<file path="src/rtl/key_matrix_reg.sv">
module key_matrix_reg #(
  parameter int MP_W = 2,
  parameter logic [1:0] SEL_RESET = 2'b11
) (
  input  logic            clk,
  input  logic            rst_n,
  input  logic [3:0]      act_keys,
  input  logic [3:0]      dir_keys,
  input  logic            raw_dir,
  input  logic [MP_W-1:0] mp_req,
  input  logic            wr_en,
  input  logic [7:0]      wr_data,
  input  logic            rd_en,
  output logic [7:0]      rd_data,
  output logic            irq
);
  localparam logic [3:0] IDLE = 4'hF;

  logic [1:0] sel;
  logic [3:0] dir_f;
  logic [3:0] nib;
  logic [3:0] nib_q;
  logic       unused_wr;

  assign unused_wr = ^{wr_data[7:6], wr_data[3:0]};

  assign dir_f[3] = dir_keys[3] & (raw_dir | ~dir_keys[2]);
  assign dir_f[2] = dir_keys[2];
  assign dir_f[1] = dir_keys[1];
  assign dir_f[0] = dir_keys[0] & (raw_dir | ~dir_keys[1]);

  always_comb begin
    nib = IDLE;
    if (sel == 2'b11) nib = IDLE - 4'(mp_req);
    if (!sel[1]) nib = nib & ~act_keys;
    if (!sel[0]) nib = nib & ~dir_f;
  end

  always_ff @(posedge clk) begin
    if (!rst_n) begin
      sel     <= SEL_RESET;
      nib_q   <= IDLE;
      irq     <= 1'b0;
      rd_data <= 8'hFF;
    end else begin
      if (wr_en) sel <= wr_data[5:4];
      nib_q <= nib;
      irq   <= (nib != IDLE) && (nib_q == IDLE);
      if (rd_en) rd_data <= {2'b11, sel, nib};
    end
  end

  p_irq_pulse_r9: assert property (@(posedge clk) disable iff (!rst_n)
    irq |=> !irq);
  p_irq_cause_r9: assert property (@(posedge clk) disable iff (!rst_n)
    irq |-> nib_q != IDLE);
  p_sel_hold_r2: assert property (@(posedge clk) disable iff (!rst_n)
    !wr_en |=> $stable(sel));
  p_rd_hold_r8: assert property (@(posedge clk) disable iff (!rst_n)
    !rd_en |=> $stable(rd_data));
  p_filter_r6: assert property (@(posedge clk) disable iff (!rst_n)
    (!raw_dir && sel == 2'b10 && dir_keys[2]) |-> nib[3]);
endmodule

</file>
<file path="config.mk">
export PLATFORM = sky130hd
export DESIGN_NAME = key_matrix_reg
export DESIGN_NICKNAME = d
export VERILOG_FILES = /design/src/rtl/key_matrix_reg.sv
export SDC_FILE = /design/constraint.sdc
export NUM_CORES = 1
export LEC_CHECK = 0
export ABC_AREA = 0
export BUFFER_PORTS_ARGS = -buffer_cell sky130_fd_sc_hd__buf_4
export CORE_MARGIN = 3
export CORE_UTILIZATION = 41
export CTS_CLUSTER_DIAMETER = 80
export DETAILED_ROUTE_END_ITERATION = 7
export PLACE_DENSITY = 0.76
export SETUP_SLACK_MARGIN = 0.05
export SYNTH_ARGS = -nofsm -noshare
export SYNTH_HDL_FRONTEND = slang
export SYNTH_SLANG_ARGS = --single-unit
export TNS_END_PERCENT = 1
</file>
<file path="constraint.sdc">
create_clock -name clk -period 1.2 [get_ports clk]
set_input_delay 0.12 -clock clk [delete_from_list [all_inputs] [get_ports clk]]
set_output_delay 0.12 -clock clk [all_outputs]
set_load 0.03 [all_outputs]
</file>
Word-level counts from Yosys, hierarchy flattened:

Cells that the tools add are included.

* add/subtract/negate cells: 1
* equal/unequal tests: 3
* muxes and demuxes: 3
* bitwise operators: 10
* reduce and logical (&&, ||, !) cells: 1

Operators with widths (count)
* 2-to-1 mux 4 bit: 3
* AND 4 bit: 2
* inverter 4 bit: 2
* equality test 4 bit (second input constant): 1
* inequality test 4 bit (second input constant): 1
* subtractor 1 x 3 -> 4 bit (first input constant): 1
* AND 1 bit: 2
* equality test 2 bit (second input constant): 1
* inverter 1 bit: 2
* bitwise OR 1 bit: 2
* logical AND 1 bit: 1

* flip-flop bits (word level): 13
* bits of input ports: 23
* output and inout port bits: 9
* word-level logic and storage cells: 22

Logic depth before layout (Yosys ltp):

* depth after elaboration: 8
* gate-level depth with buffers: 5
* gate-level depth less buffers: 4

Worst setup path after synthesis:

OpenSTA, ideal clock, no wires.

* path kind: reg-to-reg
* start point: register sel[0]
* end point: register rd_data[0]
* setup time: 0.129 ns
* arrival: 0.942 ns
* data required time: 1.071 ns
* setup slack: 0.129 ns
* cell stages (with the launch flop): 5
* buffers on the path: 1
* clock period less this slack: 1.071 ns
* cell sequence: dfxtp_1 buf_6 o311a_1 mux2i_1 nand2_1

* cells in the longest elaborated chain, start to end: 6

Ends and longest elaborated chain
* start: declaration: RTL line 19 `logic [1:0] sel;`
* start signal: assignment: RTL line 46 `if (wr_en) sel <= wr_data[5:4];`
* equality test 2 bit: RTL line 34 `if (sel == 2'b11) nib = IDLE - 4'(mp_req);`
* 2-to-1 mux 4 bit: RTL line 34
* AND 4 bit: RTL line 35 `if (!sel[1]) nib = nib & ~act_keys;`
* 2-to-1 mux 4 bit: RTL line 35
* AND 4 bit: RTL line 36 `if (!sel[0]) nib = nib & ~dir_f;`
* 2-to-1 mux 4 bit (*): RTL line 36
* end signal: assignment: RTL line 49 `if (rd_en) rd_data <= {2'b11, sel, nib};`
* end: declaration: RTL line 14 `output logic [7:0] rd_data,`

Every way passes the cells marked *; elsewhere a longest branch is shown, timed or not.
A chain may end at the register's enable or synchronous reset.

Final worst setup path:

Ends and elaborated chain as after synthesis.

==> summary.txt <==
CTS
  • # hold bufs at CTS: 0
  • Max Buffers Root-to-Sink: 2
  • # clock sinks: 13
  • Clock latency reported for the late side of the worst-skew pair: 0.27 ns
  • Clock-pin slew on the worst setup and hold paths: 0.08 ns
  • PostCTS Resize Cnt: 2
  • H-tree levels: 1
  • CTS tree: yes
  • Post-CTS setup buffer count: 0
  • Number of buffers created by CTS: 3
  • Root buf cell: clkbuf_4

Critical path
  • Data required time of the worst path: 1.37 ns
  • Kind of start point of the critical path: flip-flop
  • Startpoint of the worst-slack reg-to-reg timing path: sel[0]$_SDFFE_PN1P_
  • Worst Setup SP: sel[0]$_SDFFE_PN1P_
  • Critical path data arrival time: 1.25 ns
  • Category of the critical setup timing path: flip-flop to flip-flop
  • Worst setup EP type: flip-flop
  • Crit path max fanout: 8

Die
  • Die area: 0.00183 mm²
  • Initial cell density of the core: 0.468
  • Horizontal extent of the die: 42.8 µm
  • Placement row count: 12
  • Die height: 42.8 µm
  • Core Area: 0.00119 mm²
  • IO Count: 32

Timing
  • Maximum frequency from static timing analysis: 0.922 GHz
  • Setup TNS: 0 ns
  • Fin. Hold Viols: 0
  • Count of pins over their slew limit: 0
  • Worst hold slack: 0.0568 ns
  • Min Clock Period, post-route: 1.08 ns
  • Unrepaired setup endpoints after global routing: false
  • Final clock skew: 0.00515 ns
  • Final critical-path share of the clock period: 0.904
  • Endpoints failing setup: 0
  • Worst setup slack after layout: 0.116 ns

Synthesis
  • Fraction of synthesized cell area taken by the top area cell type: 0.468
  • EDFF count, synth: 0
  • Post-synthesis average cell area: 8.82 µm²
  • Post-synthesis async set-or-reset flop share: 0
  • Leading register cell type out of synthesis: dfxtp_1
  • Total standard cell area after synthesis: 556 µm²
  • Top post-synthesis cells by count: dfxtp_1 (13), nand2_1 (11), inv_1 (7)
  • Synth area leader: dfxtp_1
  • Post-synthesis cell count: 63
  • Post-synthesis register bit count: 13
  • Number of distinct library cell variants in the gate-level netlist after synthesis: 21
  • Most used standard cell by instance count after synthesis: dfxtp_1
  • Top area cells in the synthesized netlist: dfxtp_1 (47%), mux2i_1 (9.0%), nand2_1 (7.4%)
  • Post-synthesis sequential area ratio: 0.468
  • Warning count from the yosys run: 0

Place
  • Place WS: 0.0110 ns
  • Placed Cells: 95
  • Placed standard-cell area: 709 µm²
  • Number of port buffers: 23
  • Sum of net half-perimeters after detailed placement: 869 µm
  • Routability Congestion: 0.738

Layout
  • Layout overhead on the synthesized area: 34.2%
  • Layout cell share with drive strength beyond 1: 0.353
  • Fraction of the core area covered by cells at the end of the flow: 0.629
  • Final Instance Area: 746 µm²
  • Final antenna diode count: 0
  • Number of inserted filler cells in the final layout: 116
  • Cell Count, Final, Fillers Out: 99
  • Net count reported at finish: 109

Run status
  • Run status: completed

Routing
  • DRC violation count after routing: 0
  • Post-DR vias/cell: 4.79
  • Starting DRC count in detailed routing: 4
  • Total vias in the final route: 474
  • Detailed Routing Iterations Pass 1: 3
  • Drt wl/cell: 11.6 µm
  • Final wirelength: 1150 µm
  • Number of antenna-violating nets in the routed design: 0

GRT
  • Antenna violations before repair: 0
  • First-pass GRT wire length: 1930 µm
  • Overall track demand over capacity in global routing: 0.145
  • Maximum number of pins on one net before global-route repair: 14
  • Global route overflow: 0
  • Number of global-route vias before repair: 464

Pwr
  • Power density of the placed cells: 1240 mW/mm²
  • Pwr Total: 0.922 mW
  • Worst-case vdd ir drop: 0.930 mV
  • Standby leakage power: 0.391 nW

Job
  • Maximum Capacitance Violations: 0

Worst hold path
  • HP Start: wr_data[5]
  • Worst hold path type: input pin to flip-flop
==> critical path, cell delays in order, from the launching register on <==
cell     delay (ns)
dfxtp_2        0.37
o311a_1        0.40
mux2i_1        0.14
nand2_1        0.06
==> kinds of logic (layout without fill, tap and decap cells) <==
group           count (synthesis)  in the layout  share of synthesized area
mux                             5              5                     0.0901
flops                          13             13                      0.468
compound gates                  8              8                      0.124
simple gates                   23             23                      0.191
buf+inv                        13             34                      0.119
other cells                     1              2                    0.00675
==> cell usage in the layout (no fill, tap or decap) <==
cell	count
o32ai_2	1
nor2_1	3
dfxtp_4	1
o311a_1	1
nor3_2	1
nand2b_1	2
conb_1	2
a21oi_1	1
o22ai_1	1
and2b_1	2
mux2i_1	5
clkbuf_1	1
inv_1	7
and3_1	1
dfxtp_1	11
nand2_1	11
nand3_1	3
clkbuf_4	3
dfxtp_2	1
a21o_1	3
o221ai_1	1
buf_4	23
==> path summary, 6_finish.rpt <==
kind	to	slack (ns)	cells past startpoint
max	rd_data[0]$_SDFFE_PN1P_	0.12	3
min	sel[1]$_SDFFE_PN1P_	0.06	3
min reg2reg	irq$_SDFF_PN0_	0.44	2
max reg2reg	rd_data[0]$_SDFFE_PN1P_	0.12	3
==> where the power goes <==
part	internal, mW	switching, mW
combinational	0.0905	0.0915
sequential	0.457	0.0178
clock	0.129	0.136
==> layer usage <==
layer	up-vias	wire length [µm]	global-route usage	part of all wire
met5	-	0	0	0
li1	241	-	-	-
met1	208	502	0.164	0.44
met4	0	36	0.112	0.031
met3	5	108	0.0466	0.094
met2	20	506	0.222	0.44
==> flip-flops by register name (all words and copies together) (netlist names) <==
signal and cells:
rd_data 6, nib_q 4, sel 2, irq 1
==> layout make-up <==
cell class,count,area [µm²],area share
sequential,13,265,0.356
clock buffer,4,26.3,0.0352
timing repair buffer,23,173,0.232
tap,14,17.5,0.0235
multi-input combinational,38,238,0.319
inverter,7,26.3,0.0352
Power figures use the tool's default switching activity.
